[config.mk]
export PLATFORM = sky130hd
export DESIGN_NAME = sat_ovf_monitor
export DESIGN_NICKNAME = d
export VERILOG_FILES = /design/src/rtl/sat_ovf_pkg.sv /design/src/rtl/sat_clip.sv /design/src/rtl/sat_sticky.sv /design/src/rtl/sat_irq.sv /design/src/rtl/sat_ovf_monitor.sv
export SDC_FILE = /design/constraint.sdc
export NUM_CORES = 1
export LEC_CHECK = 0
export BUFFER_PORTS_ARGS = -buffer_cell sky130_fd_sc_hd__buf_2
export CORE_AREA = 2 2 136 138
export CTS_CLUSTER_DIAMETER = 80
export DETAILED_ROUTE_END_ITERATION = 7
export DIE_AREA = 0 0 138 140
export MAX_ROUTING_LAYER = met4
export PLACE_DENSITY_LB_ADDON = 0.25
export SLEW_MARGIN = 0
export SYNTH_ARGS = -nofsm -noshare
export SYNTH_HDL_FRONTEND = slang
export SYNTH_SLANG_ARGS = --single-unit
[constraint.sdc]
create_clock -name clk -period 4.6 [get_ports clk]
set_input_delay 0.92 -clock clk [delete_from_list [all_inputs] [get_ports clk]]
set_output_delay 0.92 -clock clk [all_outputs]
set_load 0.02 [all_outputs]
[src/rtl/sat_ovf_pkg.sv]
package sat_ovf_pkg;

    localparam int STATUS_W = 8;
    localparam int ADDR_W   = 8;
    localparam logic [ADDR_W-1:0] STATUS_ADDR = 8'h2B;

    typedef enum logic {
        IRQ_LEVEL = 1'b0,
        IRQ_EDGE  = 1'b1
    } irq_mode_e;

    typedef struct packed {
        logic hit;   // read addressed to the status register
        logic clr;   // that read also clears the sticky bits
    } rd_ctl_t;

    function automatic rd_ctl_t decode_read(input logic stb,
                                            input logic [ADDR_W-1:0] addr,
                                            input irq_mode_e mode);
        rd_ctl_t r;
        r.hit = stb && (addr == STATUS_ADDR);
        r.clr = r.hit && (mode == IRQ_EDGE);
        return r;
    endfunction

endpackage

[src/rtl/sat_clip.sv]
module sat_clip #(
    parameter int IN_W  = 28,
    parameter int OUT_W = 24
) (
    input  logic [IN_W-1:0]  din,
    output logic [OUT_W-1:0] dout,
    output logic             clipped
);
    localparam int HEAD_W = IN_W - OUT_W + 1;

    logic [HEAD_W-1:0] head;
    logic [OUT_W-1:0]  pos_full;
    logic [OUT_W-1:0]  neg_full;

    assign head     = din[IN_W-1:OUT_W-1];
    assign pos_full = {1'b0, {(OUT_W-1){1'b1}}};
    assign neg_full = {1'b1, {(OUT_W-1){1'b0}}};

    always_comb begin
        clipped = !((&head) || !(|head));
        if (!clipped)
            dout = din[OUT_W-1:0];
        else if (din[IN_W-1])
            dout = neg_full;
        else
            dout = pos_full;
    end
endmodule

[src/rtl/sat_sticky.sv]
module sat_sticky #(
    parameter int NUM_CH = 6
) (
    input  logic              clk,
    input  logic              rst,
    input  logic [NUM_CH-1:0] evt,
    input  logic              clr,
    output logic [NUM_CH-1:0] status_q,
    output logic              rise_q
);
    logic [NUM_CH-1:0] status_nxt;

    always_comb begin
        status_nxt = (clr ? '0 : status_q) | evt;
    end

    always_ff @(posedge clk) begin
        if (rst) begin
            status_q <= '0;
            rise_q   <= 1'b0;
        end else begin
            status_q <= status_nxt;
            rise_q   <= |(status_nxt & ~status_q);
        end
    end
endmodule

[src/rtl/sat_irq.sv]
module sat_irq
    import sat_ovf_pkg::*;
(
    input  irq_mode_e mode,
    input  logic      mask,
    input  logic      any_set,
    input  logic      rise_q,
    output logic      irq
);
    always_comb begin
        if (mask)
            irq = 1'b0;
        else if (mode == IRQ_EDGE)
            irq = rise_q;
        else
            irq = any_set;
    end
endmodule

[src/rtl/sat_ovf_monitor.sv]
module sat_ovf_monitor
    import sat_ovf_pkg::*;
#(
    parameter int NUM_CH = 6,
    parameter int IN_W   = 28,
    parameter int OUT_W  = 24
) (
    input  logic                    clk,
    input  logic                    rst,
    input  logic [NUM_CH*IN_W-1:0]  smp_in,
    input  logic [NUM_CH-1:0]       smp_vld,
    input  logic                    rd_stb,
    input  logic [ADDR_W-1:0]       rd_addr,
    input  logic                    irq_edge,
    input  logic                    ovf_mask,
    output logic [NUM_CH*OUT_W-1:0] smp_out,
    output logic [NUM_CH-1:0]       smp_out_vld,
    output logic [STATUS_W-1:0]     rd_data,
    output logic                    ovf_irq
);
    irq_mode_e         mode;
    rd_ctl_t           rd_ctl;
    logic [NUM_CH-1:0] clip_hit;
    logic [NUM_CH-1:0] evt;
    logic [NUM_CH-1:0] status_q;
    logic              rise_q;

    assign mode   = irq_mode_e'(irq_edge);
    assign rd_ctl = decode_read(rd_stb, rd_addr, mode);

    for (genvar i = 0; i < NUM_CH; i++) begin : g_ch
        logic [OUT_W-1:0] sat_w;

        sat_clip #(.IN_W(IN_W), .OUT_W(OUT_W)) u_clip (
            .din     (smp_in[i*IN_W +: IN_W]),
            .dout    (sat_w),
            .clipped (clip_hit[i])
        );

        assign evt[i] = smp_vld[i] && clip_hit[i];

        always_ff @(posedge clk) begin
            if (rst)
                smp_out[i*OUT_W +: OUT_W] <= '0;
            else if (smp_vld[i])
                smp_out[i*OUT_W +: OUT_W] <= sat_w;
        end
    end

    always_ff @(posedge clk) begin
        if (rst) begin
            smp_out_vld <= '0;
            rd_data     <= '0;
        end else begin
            smp_out_vld <= smp_vld;
            rd_data     <= rd_ctl.hit ? STATUS_W'(status_q) : '0;
        end
    end

    sat_sticky #(.NUM_CH(NUM_CH)) u_sticky (
        .clk      (clk),
        .rst      (rst),
        .evt      (evt),
        .clr      (rd_ctl.clr),
        .status_q (status_q),
        .rise_q   (rise_q)
    );

    sat_irq u_irq (
        .mode    (mode),
        .mask    (ovf_mask),
        .any_set (|status_q),
        .rise_q  (rise_q),
        .irq     (ovf_irq)
    );
endmodule

# == After elaboration in Yosys (flattened, before gate mapping) ==
# Cells that the tools add are included.
# word_totals
register_bits,165
latchBits,0
mem_bits_rw,0
romBits,0
in_bits,187
out_inout_bits,159
wordCells,72
mem_count,0
# op_classes
addsub,0
n_mul,0
div_mod_pow,0
n_lt_le_gt_ge,0
n_eq_ne,1
shift,0
muxes,15
n_bitwise,4
n_reduce_logical,41
# ops
operator,n
24-bit 2-to-1 mux,12
5-bit AND reduction,6
5-bit OR reduction,6
1-bit zero test,12
6-bit OR reduction,2
8-bit by 6-bit equality test with 1-bit output (second input constant),1
1-bit logical AND,8
6-bit bitwise AND,1
1-bit logical OR,6
6-bit 2-to-1 mux,1
6-bit NOT,1
6-bit OR,1
1-bit 2-to-1 mux,2
2-bit OR reduction,1
1-bit NOT,1

# == Longest topological paths before layout ==
# Gate-level depths: netlist of run 1.
# logic_depth
ltp_word,8
mapped_depth,6
mapped_depth_nobuf,4

# == By module ==
# A second synthesis of run 1 with hierarchy kept.
# hier_totals
hier_cells,1115
area_unflattened_um2,10493.8
# by_module_without_submodules
mod,n_inst,cells_each,area_per_inst_um2,seq_area_each_um2
sat_ovf_monitor,1,515,5602.9,3123.0
sat_clip,6,95,769.5,0.0
sat_sticky,1,28,260.2,140.1
sat_irq,1,2,13.8,0.0

# == Least setup slack after synthesis of run 1 ==
# OpenSTA, ideal clock, no wires.
# synth_path
kind,input to register
start,input port smp_in[167]
end,register smp_out[133]
setup_ps,153
t_arrival_ps,2171
required_ps,4447
setup_slack_ps,2276
path_stages,6
n_path_buf,2
cell_sequence,or4_4 > mux2i_4 > or2_1 > buf_4 > buf_6 > a311oi_2
# synth_between
elab_chain_cells,4
elab_cells_between_ends,6
classes_between,mux (2); reduce/logical (4)
# synth_rtl
item,line,text
from (decl),sat_ovf_monitor.sv:10,"input logic [NUM_CH*IN_W-1:0] smp_in,"
5-bit OR reduction,sat_clip.sv:20,clipped = !((&head) || !(|head));
1-bit zero test,sat_clip.sv:20,
1-bit logical OR,sat_clip.sv:20,
24-bit 2-to-1 mux (*),sat_clip.sv:21,if (!clipped)
"to (signal, indexed assignment)",sat_ovf_monitor.sv:46,smp_out[i*OUT_W +: OUT_W] <= sat_w;
to (decl),sat_ovf_monitor.sv:16,"output logic [NUM_CH*OUT_W-1:0] smp_out,"
# Every way passes the cells marked *; elsewhere a longest branch is shown, timed or not.
# A chain may end at the register's enable or synchronous reset.

# == Final worst setup path of run 1 ==
# Same ends and word-level chain as after synthesis.

==> metrics.cfg, run 1 <==
[outcome]
status = finished clean

[sta]
maxSlewHeadroom_pct = 36.6
fin_crit_sh_pct = 59.6
finalHoldViolCount = 0
setup_viol = 0
maxSlewViolCount = 0
skew_ns = 0.00552
tightest_slew_ns = 0.952
finalSetupTns_ns = 0
rsz0062_at_grt = false
finalCriticalPeriod_ns = 2.74
clock.fmax_mhz = 365

[global_route]
track_usage_pct = 20.0
grt_pass1_wl_um = 30500
grt_pass1_vias = 5752
grt_max_degree = 82
grt_overflow = 0
antenna_found_initial = 1

[power]
peakVddDrop_mv = 0.256
p_per_area_nw_per_um2 = 406
power_w = 0.00343
power_leakage_nw = 4.06

[clocking]
cts_tree = built
path_clk_slew_ns = 0.07
cts_sinks = 163
cts-buffers-inserted = 17
hold_buffers = 0
htree_levels = 4
cts_root_buffer = clkbuf_16
ctsResizeCount = 0
post-cts-setup-buffer-count = 0
clockBufferDepth = 2
clk_latency_ns = 0.41

[synthesis]
yosysTopAreaCellShare_pct = 53.4
post_synth.cell_area_avg_um2 = 8.41
synthArstFlopShare_pct = 0
synth-main-ff-cell = dfxtp_1
ys_seq_area_share_pct = 53.4
synth_top_area_cell = dfxtp_1
yosys_warnings = 0
synthesis.area_um2 = 6120
ys_ff_latch = 163
synth_cell_types = 32
synth-edff-count = 0
synth.area.top_cells = dfxtp_1, nor2_1, a21oi_1
synth_cells = 727

[routing]
drt_iter0_markers = 280
drt-total-wl_um = 19600
drtAntennaViolNets = 0
drc = 0
wl_per_cell_um = 15.4
vias = 6265
avgViaCountPerCell = 4.92
first_pass_iters = 5

[critical_path]
cp_max_fo = 26
cp-start-kind = input pin
cp_slowest_cell = or2_1
crit_path_end_kind = flip-flop
crit_chain = buf_2 > or4_4 > mux2i_4 > buf_4 > or2_1 > a311oi_2
slowest_delay_ns = 0.76
critPathArrivalTime_ns = 2.99
crit_type = in2reg
critPathRequiredTime_ns = 4.85

[final_layout]
seqCellArea_um2 = 3260
stdcell_area_um2 = 8450
fin_cells = 1274
drive_gt1_share_pct = 37.8
fillers = 1809
area_delta_synth_final_pct = 38.2
multi_input_area_um2 = 2550
nets = 1218

[placement]
dp_cells = 1241
port-buffer-count = 343
dpl_cell_area_um2 = 7900
hpwl_um = 13600
globalplace.congestion = 0.797

[die]
ios = 346
fp.dieH_um = 140
die_w_um = 138
rows = 49
fp.dieArea_um2 = 19300
start_util_pct = 34.4
core_um2 = 17800

[min_path]
hold_path.class = reg2reg

[job]
maxCapViolations = 0

## layer usage
metal / part of all wire (%) / global-route usage, %
met5: 0 / -
met4: 2.0 / 7.73
met3: 7.6 / 5.61
met2: 46 / 30.4
met1: 44 / 25.4
## critical path, delay by kind of cell
family / cells / cell delay (ns)
compound gates: 1 / 0.21
buf+inv: 2 / 0.40
mux: 1 / 0.14
simple gates: 2 / 1.30
## cells in the final DEF (no fill, tap or decap), types with 3 or more instances in the layout
master      synthesis  routed
nor4_1              6       6
inv_6               0       3
and4_1              5       5
dfxtp_1           163     163
mux2_2              5       5
a311oi_2            7       7
buf_4               3       6
nand2_1            23      23
a21oi_1           117     117
and2_1              6       6
nor2_1            159     159
inv_1               6       6
a311oi_1           16      16
a2bb2oi_1           6       6
o21ai_1             5       4
nor3_1            115     115
mux2i_1             6       6
nand2b_1            3       3
clkbuf_16           0      17
clkinvlp_4          0       6
buf_2               0     342
## kinds of logic (layout without fill, tap and decap cells)
kind of cell           count (synthesis)  after routing  share of synthesized area (%)
multiplexers                          12             12                           2.27
flip-flops                           163            163                           53.4
AND/OR/NAND/NOR                      325            325                           23.8
other                                  1              3                         0.0613
buffers and inverters                 71            387                           5.03
AO/OA/AOI/OAI                        155            155                           15.5
## synthesized netlist by cell type, types with 5 or more instances
library cell	count
dfxtp_1	163
nor2_1	159
a21oi_1	117
nor3_1	115
clkbuf_1	57
nand2_1	23
a311oi_1	16
a311oi_2	7
a2bb2oi_1	6
and2_1	6
inv_1	6
mux2i_1	6
nor4_1	6
and4_1	5
mux2_2	5
o21ai_1	5
## through the flow
step	utilization [%]	setup slack [ns]	hold slack, ns
floorplan	-	2.28	0.468
global placement	44.4	1.42	0.459
detailed placement	44.4	1.44	0.462
CTS	47.5	1.88	0.475
global route	47.5	1.71	0.487
finish	47.5	1.86	0.474
## final cells by class
type	count	area share [%]
sequential	163	38.6
antenna	1	0.0296
clock inverter	12	1.18
timing repair buffer	349	21.0
multi-input combinational	494	30.2
clock buffer	20	5.29
tap	229	3.39
inverter	6	0.267
## registers in the layout, indices dropped and copies added (netlist names)
signal             flops
u_sticky.rise_q        1
u_sticky.status_q      6
smp_out_vld            6
rd_data                6
smp_out              144
## where the power goes
part           switching (W)  total, W  internal (W)
Clock               0.000608   0.00132      0.000715
Combinational       0.000339  0.000546      0.000207
Sequential         0.0000484   0.00156       0.00151
## worst paths after layout
path	from	end	slack, ns	depth (start not counted)
max	smp_in[167]	smp_out[133]	1.86	6
min	smp_out[104]	smp_out[104]	0.47	2
max reg2reg	u_sticky.status_q[3]	u_sticky.rise_q	3.60	2
min reg2reg	smp_out[104]	smp_out[104]	0.47	2
Power figures use the tool's default switching activity.
==> run 2, diff against run 1 <==
--- a/config.mk
+++ b/config.mk
@@ -6,10 +6,10 @@
 export NUM_CORES = 1
 export LEC_CHECK = 0
 export BUFFER_PORTS_ARGS = -buffer_cell sky130_fd_sc_hd__buf_2
-export CORE_AREA = 2 2 136 138
+export CORE_AREA = 2 2 135 137
 export CTS_CLUSTER_DIAMETER = 80
 export DETAILED_ROUTE_END_ITERATION = 7
-export DIE_AREA = 0 0 138 140
+export DIE_AREA = 0 0 137 139
 export MAX_ROUTING_LAYER = met4
 export PLACE_DENSITY_LB_ADDON = 0.25
 export SLEW_MARGIN = 0
==> constraint.sdc (replaced) <==
create_clock -name clk -period 2.2 [get_ports clk]
set_input_delay 0.44 -clock clk [delete_from_list [all_inputs] [get_ports clk]]
set_output_delay 0.44 -clock clk [all_outputs]
set_load 0.02 [all_outputs]
==> metrics.cfg, run 2 (synthesis gave the netlist of run 1 again) <==
[final_layout]
post-route-util_pct = 49.4  ; was 47.5%
antenna-diode-count = 0  ; was 1
drive_gt1_share_pct = 39.0  ; was 37.8%
area_delta_synth_final_pct = 42.6  ; was 38.2%
top_register = smp_out  ; unchanged
final_common_cell = buf_2  ; unchanged
final_cell_mix = buf_2, dfxtp_1, nor2_1  ; unchanged
fin_cells = 1289  ; was 1274
stdcell_area_um2 = 8720  ; was 8450 µm²
nets = 1234  ; was 1218
largest_reg_flops = 144  ; unchanged

[critical_path]
critPathLaunch = u_sticky.status_q[4]  ; was smp_in[167]
regToRegSetupSlack_ns = 1.19  ; was 3.60 ns
cp-start-kind = flip-flop  ; was input pin
r2r-start = u_sticky.status_q[4]  ; was u_sticky.status_q[3]
critPathRequiredTime_ns = 1.76  ; was 4.85 ns
crit_type = reg2out  ; was in2reg
critPathArrivalTime_ns = 1.56  ; was 2.99 ns
crit_path_end_kind = output pin  ; was flip-flop
cp_max_fo = 4  ; was 26

[routing]
wl_met1_um = 8510  ; was 8590 µm
drtAntennaViolNets = 0  ; unchanged
first_pass_iters = 4  ; was 5
drt-total-wl_um = 19800  ; was 19600 µm
route.met3.wl_um = 1840  ; was 1480 µm
drc = 0  ; unchanged
met2_length_um = 9060  ; was 9090 µm
drt_iter0_markers = 241  ; was 280
wl_per_cell_um = 15.4  ; about the same
avgViaCountPerCell = 4.88  ; was 4.92
vias = 6285  ; was 6265
top_layer_used = met4  ; unchanged

[power]
peakVddDrop_mv = 0.506  ; was 0.256 mV
p_int_w = 0.00542  ; was 0.00243 W
swShare_pct = 27.4  ; was 29.0%
seq_power_share_pct = 43.7  ; was 45.5%
p_per_area_nw_per_um2 = 857  ; was 406 nW/µm²
combinationalPowerShare_pct = 15.7  ; was 15.9%
power_leakage_nw = 4.21  ; was 4.06 nW
p_clk_share_pct = 40.6  ; was 38.6%
power.switching_w = 0.00205  ; was 0.000996 W

[sta]
setup_viol = 0  ; unchanged
fin_crit_sh_pct = 91.0
finalSetupTns_ns = 0  ; unchanged
maxSlewHeadroom_pct = 60.0  ; was 36.6%
clock.fmax_mhz = 499
finalHoldViolCount = 0  ; unchanged
timing.hold.ws_ns = 0.290  ; was 0.474 ns
rsz0062_at_grt = false  ; unchanged
tightest_slew_ns = 0.596  ; was 0.952 ns
maxSlewViolCount = 0  ; unchanged
finalCriticalPeriod_ns = 2.00
skew_ns = 0.00714  ; was 0.00552 ns

[global_route]
track_usage_pct = 20.7  ; was 20.0%
grt_pass1_wl_um = 30400  ; was 30500 µm
antenna_found_initial = 0  ; was 1
grt_max_degree = 93  ; was 82
grt_pass1_vias = 5834  ; was 5752
grt_overflow = 0  ; unchanged

[die]
die_w_um = 137  ; was 138 µm
start_util_pct = 34.6  ; was 34.4%
core_um2 = 17700  ; was 17800 µm²
ios = 346  ; unchanged
fp.dieH_um = 139  ; was 140 µm
fp.dieArea_um2 = 19000  ; was 19300 µm²
rows = 49  ; unchanged

[clocking]
cts_tree = built  ; unchanged
clockBufferDepth = 2  ; unchanged
htree_levels = 4  ; unchanged
cts-buffers-inserted = 17  ; unchanged
cts_sinks = 163  ; unchanged
clk_latency_ns = 0.42  ; was 0.41 ns
cts_root_buffer = clkbuf_16  ; unchanged
hold_buffers = 0  ; unchanged
path_clk_slew_ns = 0.07  ; about the same

[placement]
dpl_cell_area_um2 = 8090  ; was 7900 µm²
globalplace.congestion = 0.824  ; was 0.797
dp_cells = 1257  ; was 1241
port-buffer-count = 343  ; unchanged
hpwl_um = 14000  ; was 13600 µm

[min_path]
hold_path.class = in2reg  ; was reg2reg
min_from = smp_in[149]  ; was smp_out[104]

[job]
maxCapViolations = 0  ; unchanged

[outcome]
status = finished clean  ; unchanged

run 2: cell types whose count changed in the layout (fill, tap and decap cells not counted), sizes merged:
cell,previous run,this run
buf,349,365
clkinvlp,6,3
bufinv,0,2
clkbuf,20,22
inv,10,8
clkinv,2,3
diode,1,0
run 2: cell type report:
| class | count | area [µm²] |
|---|---|---|
| clock buffers | 22 | 484 |
| repair buffers | 365 | 1970 |
| multi-input cells | 494 | 2570 |
| fillers | 1783 | 8940 |
| inverters | 6 | 22.5 |
| clock inverters | 10 | 123 |
| well taps | 229 | 287 |
| flip-flops and latches | 163 | 3260 |
run 2: per-layer routing:
| layer | track usage (%) | vias to the layer above |
|---|---|---|
| met1 | 25.4 | 2831 |
| met3 | 6.76 | 27 |
| met5 | - | - |
| met4 | 7.00 | 0 |
| li1 | - | 3156 |
| met2 | 31.8 | 271 |
run 2: path summary, 6_finish.rpt:
path                                        end  cells past startpoint
worst min register to register      smp_out[17]                      2
worst max register to register  u_sticky.rise_q                      3
worst max-delay path                    ovf_irq                      5
worst min-delay path               smp_out[129]                      3
run 2: repair_timing:
item,4_1_cts,5_1_grt
gates resized for setup,0,3
setup buffers,0,0
endpoints found under the setup margin,0,1
run 2: stage by stage:
step                total power, W  worst slack, ns
floorplan                  0.00400            0.356
global placement           0.00449            0.228
detailed placement         0.00450            0.208
CTS                        0.00756           0.0239
global route               0.00781           0.0502
finish                     0.00748            0.198
run 2: worst max-delay path, cell delays in order (launching register included):
cell and delay [ns]:
dfxtp_1 0.37, nor4_4 0.32, a21oi_1 0.12, a21oi_2 0.13, nor2_1 0.05, buf_2 0.15
run 2: power by group through the flow:
stage	Combinational (W)	Sequential [W]	Clock, W
4_1_cts	0.00118	0.00326	0.00312
6_report	0.00118	0.00326	0.00303
5_1_grt	0.00129	0.00329	0.00324
3_3_place_gp	0.00117	0.00332	0
3_5_place_dp	0.00118	0.00332	0
2_1_floorplan	0.000440	0.00356	0
